**config.mk**
```make
export PLATFORM = sky130hd
export DESIGN_NAME = ackpoll_master
export DESIGN_NICKNAME = d
export VERILOG_FILES = /design/src/rtl/ackpoll_pkg.sv /design/src/rtl/ackpoll_try_ctr.sv /design/src/rtl/ackpoll_sel_latch.sv /design/src/rtl/ackpoll_seq.sv /design/src/rtl/ackpoll_master.sv
export SDC_FILE = /design/constraint.sdc
export NUM_CORES = 1
export LEC_CHECK = 0
export ABC_AREA = 1
export BUFFER_PORTS_ARGS = -buffer_cell sky130_fd_sc_hd__buf_4
export CAP_MARGIN = 20
export CORE_MARGIN = 5
export CORE_UTILIZATION = 45
export DETAILED_ROUTE_END_ITERATION = 10
export PLACE_DENSITY = 0.7
export SLEW_MARGIN = 10
export SYNTH_ARGS = -nofsm -noshare
export SYNTH_HDL_FRONTEND = slang
export SYNTH_HIERARCHICAL = 1
export SYNTH_SLANG_ARGS = --single-unit
export TNS_END_PERCENT = 100
```
**constraint.sdc**
```tcl
create_clock -name clk -period 2.2 [get_ports clk]
set_input_delay 0.11 -clock clk [delete_from_list [all_inputs] [get_ports clk]]
set_output_delay 0.11 -clock clk [all_outputs]
set_load 0.1 [all_outputs]
```
**src/rtl/ackpoll_pkg.sv**
```systemverilog
package ackpoll_pkg;
  typedef enum logic [1:0] {
    OP_START = 2'd0,
    OP_BYTE  = 2'd1,
    OP_ACK   = 2'd2,
    OP_STOP  = 2'd3
  } bus_op_e;

  typedef enum logic [2:0] {
    ST_IDLE,
    ST_START,
    ST_SEL,
    ST_SAMPLE,
    ST_GAP_STOP,
    ST_END_STOP
  } seq_state_e;
endpackage

```
**src/rtl/ackpoll_try_ctr.sv**
```systemverilog
module ackpoll_try_ctr #(
  parameter int MAX_TRIES = 8,
  localparam int CNT_W = $clog2(MAX_TRIES + 1)
) (
  input  logic             clk,
  input  logic             rst,
  input  logic             clr,
  input  logic             inc,
  output logic [CNT_W-1:0] count,
  output logic             last_try
);
  localparam logic [CNT_W-1:0] LAST_IDX = CNT_W'(MAX_TRIES - 1);

  always_ff @(posedge clk) begin
    if (rst) begin
      count <= '0;
    end else if (clr) begin
      count <= '0;
    end else if (inc) begin
      count <= count + 1'b1;
    end
  end

  // True while the probe being sampled is the final one allowed
  assign last_try = (count == LAST_IDX);
endmodule

```
**src/rtl/ackpoll_sel_latch.sv**
```systemverilog
module ackpoll_sel_latch #(
  parameter int ADDR_W = 7,
  localparam int BYTE_W = ADDR_W + 1
) (
  input  logic              clk,
  input  logic              rst,
  input  logic              load,
  input  logic [ADDR_W-1:0] sel_in,
  input  logic              rw_in,
  output logic [BYTE_W-1:0] sel_byte
);
  always_ff @(posedge clk) begin
    if (rst) begin
      sel_byte <= '0;
    end else if (load) begin
      sel_byte <= {sel_in, rw_in};
    end
  end
endmodule

```
**src/rtl/ackpoll_seq.sv**
```systemverilog
module ackpoll_seq
  import ackpoll_pkg::*;
#(
  parameter bit STOP_BETWEEN = 1'b0
) (
  input  logic    clk,
  input  logic    rst,
  input  logic    poll_req,
  input  logic    write_busy,
  input  logic    cmd_ready,
  input  logic    bus_ack,
  input  logic    last_try,
  output logic    load,
  output logic    try_inc,
  output logic    cmd_valid,
  output bus_op_e cmd_op,
  output logic    done,
  output logic    ok,
  output logic    timeout
);
  localparam bus_op_e RETRY_OP = STOP_BETWEEN ? OP_STOP : OP_START;
  localparam seq_state_e RETRY_ST = STOP_BETWEEN ? ST_GAP_STOP : ST_START;

  seq_state_e state;
  logic       xfer;

  assign xfer    = cmd_valid && cmd_ready;
  assign load    = (state == ST_IDLE) && poll_req && write_busy;
  assign try_inc = xfer && (state == ST_SAMPLE);

  always_ff @(posedge clk) begin
    if (rst) begin
      state     <= ST_IDLE;
      cmd_valid <= 1'b0;
      cmd_op    <= OP_START;
      done      <= 1'b0;
      ok        <= 1'b0;
      timeout   <= 1'b0;
    end else begin
      done    <= 1'b0;
      ok      <= 1'b0;
      timeout <= 1'b0;
      if (state == ST_IDLE) begin
        if (load) begin
          state     <= ST_START;
          cmd_valid <= 1'b1;
          cmd_op    <= OP_START;
        end
      end else if (xfer) begin
        case (state)
          ST_START: begin
            state  <= ST_SEL;
            cmd_op <= OP_BYTE;
          end
          ST_SEL: begin
            state  <= ST_SAMPLE;
            cmd_op <= OP_ACK;
          end
          ST_SAMPLE: begin
            if (bus_ack) begin
              // Select byte already sent counts for the next instruction
              state     <= ST_IDLE;
              cmd_valid <= 1'b0;
              done      <= 1'b1;
              ok        <= 1'b1;
            end else if (last_try) begin
              state  <= ST_END_STOP;
              cmd_op <= OP_STOP;
            end else begin
              state  <= RETRY_ST;
              cmd_op <= RETRY_OP;
            end
          end
          ST_GAP_STOP: begin
            state  <= ST_START;
            cmd_op <= OP_START;
          end
          ST_END_STOP: begin
            state     <= ST_IDLE;
            cmd_valid <= 1'b0;
            done      <= 1'b1;
            timeout   <= 1'b1;
          end
          default: begin
            state     <= ST_IDLE;
            cmd_valid <= 1'b0;
          end
        endcase
      end
    end
  end
endmodule

```
**src/rtl/ackpoll_master.sv**
```systemverilog
module ackpoll_master
  import ackpoll_pkg::*;
#(
  parameter int MAX_TRIES    = 8,
  parameter bit STOP_BETWEEN = 1'b0,
  localparam int CNT_W = $clog2(MAX_TRIES + 1)
) (
  input  logic             clk,
  input  logic             rst,
  input  logic             poll_req,
  input  logic             write_busy,
  input  logic [6:0]       dev_sel,
  input  logic             next_rw,
  output logic             poll_done,
  output logic             poll_ok,
  output logic             poll_timeout,
  output logic [CNT_W-1:0] attempt_cnt,
  output logic             bus_cmd_valid,
  output logic [1:0]       bus_cmd_op,
  output logic [7:0]       bus_cmd_byte,
  input  logic             bus_cmd_ready,
  input  logic             bus_ack
);
  logic    load;
  logic    try_inc;
  logic    last_try;
  bus_op_e op_q;

  ackpoll_try_ctr #(.MAX_TRIES(MAX_TRIES)) ctr_i (
    .clk      (clk),
    .rst      (rst),
    .clr      (load),
    .inc      (try_inc),
    .count    (attempt_cnt),
    .last_try (last_try)
  );

  ackpoll_sel_latch #(.ADDR_W(7)) sel_i (
    .clk      (clk),
    .rst      (rst),
    .load     (load),
    .sel_in   (dev_sel),
    .rw_in    (next_rw),
    .sel_byte (bus_cmd_byte)
  );

  ackpoll_seq #(.STOP_BETWEEN(STOP_BETWEEN)) seq_i (
    .clk        (clk),
    .rst        (rst),
    .poll_req   (poll_req),
    .write_busy (write_busy),
    .cmd_ready  (bus_cmd_ready),
    .bus_ack    (bus_ack),
    .last_try   (last_try),
    .load       (load),
    .try_inc    (try_inc),
    .cmd_valid  (bus_cmd_valid),
    .cmd_op     (op_q),
    .done       (poll_done),
    .ok         (poll_ok),
    .timeout    (poll_timeout)
  );

  assign bus_cmd_op = op_q;
endmodule

```
==> impl_metrics.toml <==
[worst_setup_path]
worst_setup_path_end_kind = "register"
worst-setup-path-type = "reg -> reg"
critPathMostFrequentCell = "nand2_1"
cp_slowest_cell = "dfxtp_1"
cpPeakStageDelay_ns = 0.53
cp-start-kind = "register"
critPathMaxFanout = 8
cp_cell_sequence = "nand2_2 > nor3_1 > nand2_1 > nor2_2 > nand2_1 > nand2_1 > nor2_1"
crit_arrival_ns = 1.88
cp.required_ns = 2.40

[global_route]
antenna_found_initial = 0
grt_start_max_net_pins = 18
groute.usage.overall_pct = 13.92
grt-ovfl-total = 0
grt_pass1_vias = 851
grt_pass1_wl_mm = 3.663

[floorplanning]
io_pins = 32
coreArea_um2 = 2170
die_area_um2 = 3271
fp-row-count = 17
die_x_um = 57.19
initial_core_util_pct = 46.19
die_h_um = 57.19

[sta]
final-max-slew-violation-count = 0
fmax_ghz = 0.5938
rsz0062_at_grt = "no"
finalSetupTns_ns = 0
finalHoldViolations = 0
worst_slew_pin_slew_ns = 0.6119
final.min_clock_period_ns = 1.684
timing.final.crit_share_pct = 76.55
finalHoldWorstSlack_ns = 0.09234
slew_headroom_pct = 58.89
setup-violations-final = 0
fin_skew_ns = 0.003764

[clock_tree]
cts.htree.levels = 1
numCtsBuffers = 3
cts_tree = "built"
post_cts_resized = 0
clock_latency_ns = 0.29
clock_path_buffers = 2
path_clk_slew_ns = 0.12
cts-root-buf = "clkbuf_4"
cts.sinks = 21

[finish]
layout_common_cells = "nand2_1, buf_4, nor2_1"
final_common_cell = "nand2_1"
num-nets-final = 190
num_antenna_cells = 0
drive_above_1_share_pct = 27.59
nFillCells = 213
area_growth_syn_to_layout_pct = 26.84

[yosys]
syn_inst = 142
avgSynthCellArea_um2 = 7.058
yosys.area_share.simple_pct = 37.20
syn_area_um2 = 1002
synth_xor_area_share_pct = 0
synth_warnings = 6
ys_ff_latch = 21
synth_fa_ha_area_share_pct = 1.248
ys_seq_area_share_pct = 41.95
synth_cell_types = 23
synth_mux_area_share_pct = 0
synth_compound_area_share_pct = 8.614
synth_top_family_by_area = "simple AND/OR/NAND/NOR gates"
synth_fp_nets = 157

[routing]
drc = 0
first_iter_violations = 28
first_pass_iters = 4
ant_nets = 0
vias_per_cell = 4.604
vias = 930
wl_per_cell_um = 10.33
drt_wl_total_mm = 2.086

[pwr]
p_leak_nw = 0.6299
power_density_nw_per_um2 = 763.4
ir_worst_vdd_mv = 0.4256

[outcome]
status = "finished, final reports clean"

[place]
io_buffers = 31
dp_hpwl_mm = 1.685
gp_congestion = 0.7684

[run]
cap_violations = 0

[min_path]
hold_class = "in -> reg"
## worst paths after layout
kind | start | endpoint | slack [ns] | cells past startpoint
max | seq_i/state[0]$_SDFFE_PP0P_ | ctr_i/count[3]$_SDFFE_PP0P_ | 0.52 | 7
min | dev_sel[2] | sel_i/sel_byte[3]$_SDFFE_PP0P_ | 0.09 | 5
max reg2reg | seq_i/state[0]$_SDFFE_PP0P_ | ctr_i/count[3]$_SDFFE_PP0P_ | 0.52 | 7
min reg2reg | sel_i/sel_byte[0]$_SDFFE_PP0P_ | sel_i/sel_byte[0]$_SDFFE_PP0P_ | 0.48 | 2
## layer usage
layer	vias up	wire length (um)	track usage, %
met1	406	928	16.48
met5	-	0	0
met3	2	139	2.941
met4	0	12	3.974
li1	502	-	-
met2	20	1006	25.12
## worst max-delay path: cells and delay by family, from the launching register on
family	cells	cell delay, ns
flops	1	0.53
simple gates	7	1.07
## where the power goes
group | internal (mW) | switching [mW]
logic | 0.0909 | 0.258
clock network | 0.0704 | 0.111
registers | 0.410 | 0.0305
## area by class of cell
cell class	instances	area (um^2)	area share [%]
Clock buffer	4	26.28	2.067
Inverter	20	75.07	5.906
Sequential cell	21	420.4	33.07
Tap cell	28	35.03	2.756
Multi-Input combinational cell	97	471.7	37.11
Timing Repair Buffer	32	242.7	19.09
## logic make-up (layout without fill, tap and decap cells)
logic type	Yosys count	in the layout
buffers and inverters	24	56
and+or+nand+nor	80	80
AOI/OAI and AO/OA	16	16
adders and majority gates	1	1
DFF	21	21
## synthesized netlist by cell type, drive strengths merged
master  instances  area, um^2
a211oi          1       7.510
a21boi          1       7.510
a21oi           8       40.04
a31oi           1       6.260
buf             4       35.03
dfxtp          21       420.4
ha              1       12.51
inv            20       75.07
nand2          40       170.2
nand3           9       62.56
nand4           1       6.260
nor2           29       128.9
nor3            1       5.000
o21ai           5       25.02
## stage by stage
stage	area [um^2]	power [mW]	utilization (%)	cells	setup slack (ns)
detailed placement	1235	0.7973	56.92	197	0.5366
floorplan	1002	0.7320	-	142	0.1150
CTS	1271	0.9768	58.59	202	0.5239
global placement	1235	0.7909	56.92	197	0.6282
finish	1271	0.9704	58.59	202	0.5158
global route	1271	1.021	58.59	202	0.2905
## flip-flops by register name, summed over array words and instances, names as in the netlist
register,count
seq_i/timeout,1
seq_i/done,1
sel_i/sel_byte,8
seq_i/state,3
ctr_i/count,4
seq_i/cmd_valid,1
seq_i/ok,1
seq_i/cmd_op,2
## repair_timing
| action | in CTS | in global routing |
|---|---|---|
| hold buffers | 1 | 0 |
| hold endpoints to repair | 1 | 0 |
| buffers inserted | 0 | 0 |
Note: power is estimated with default switching activity, not from simulation.
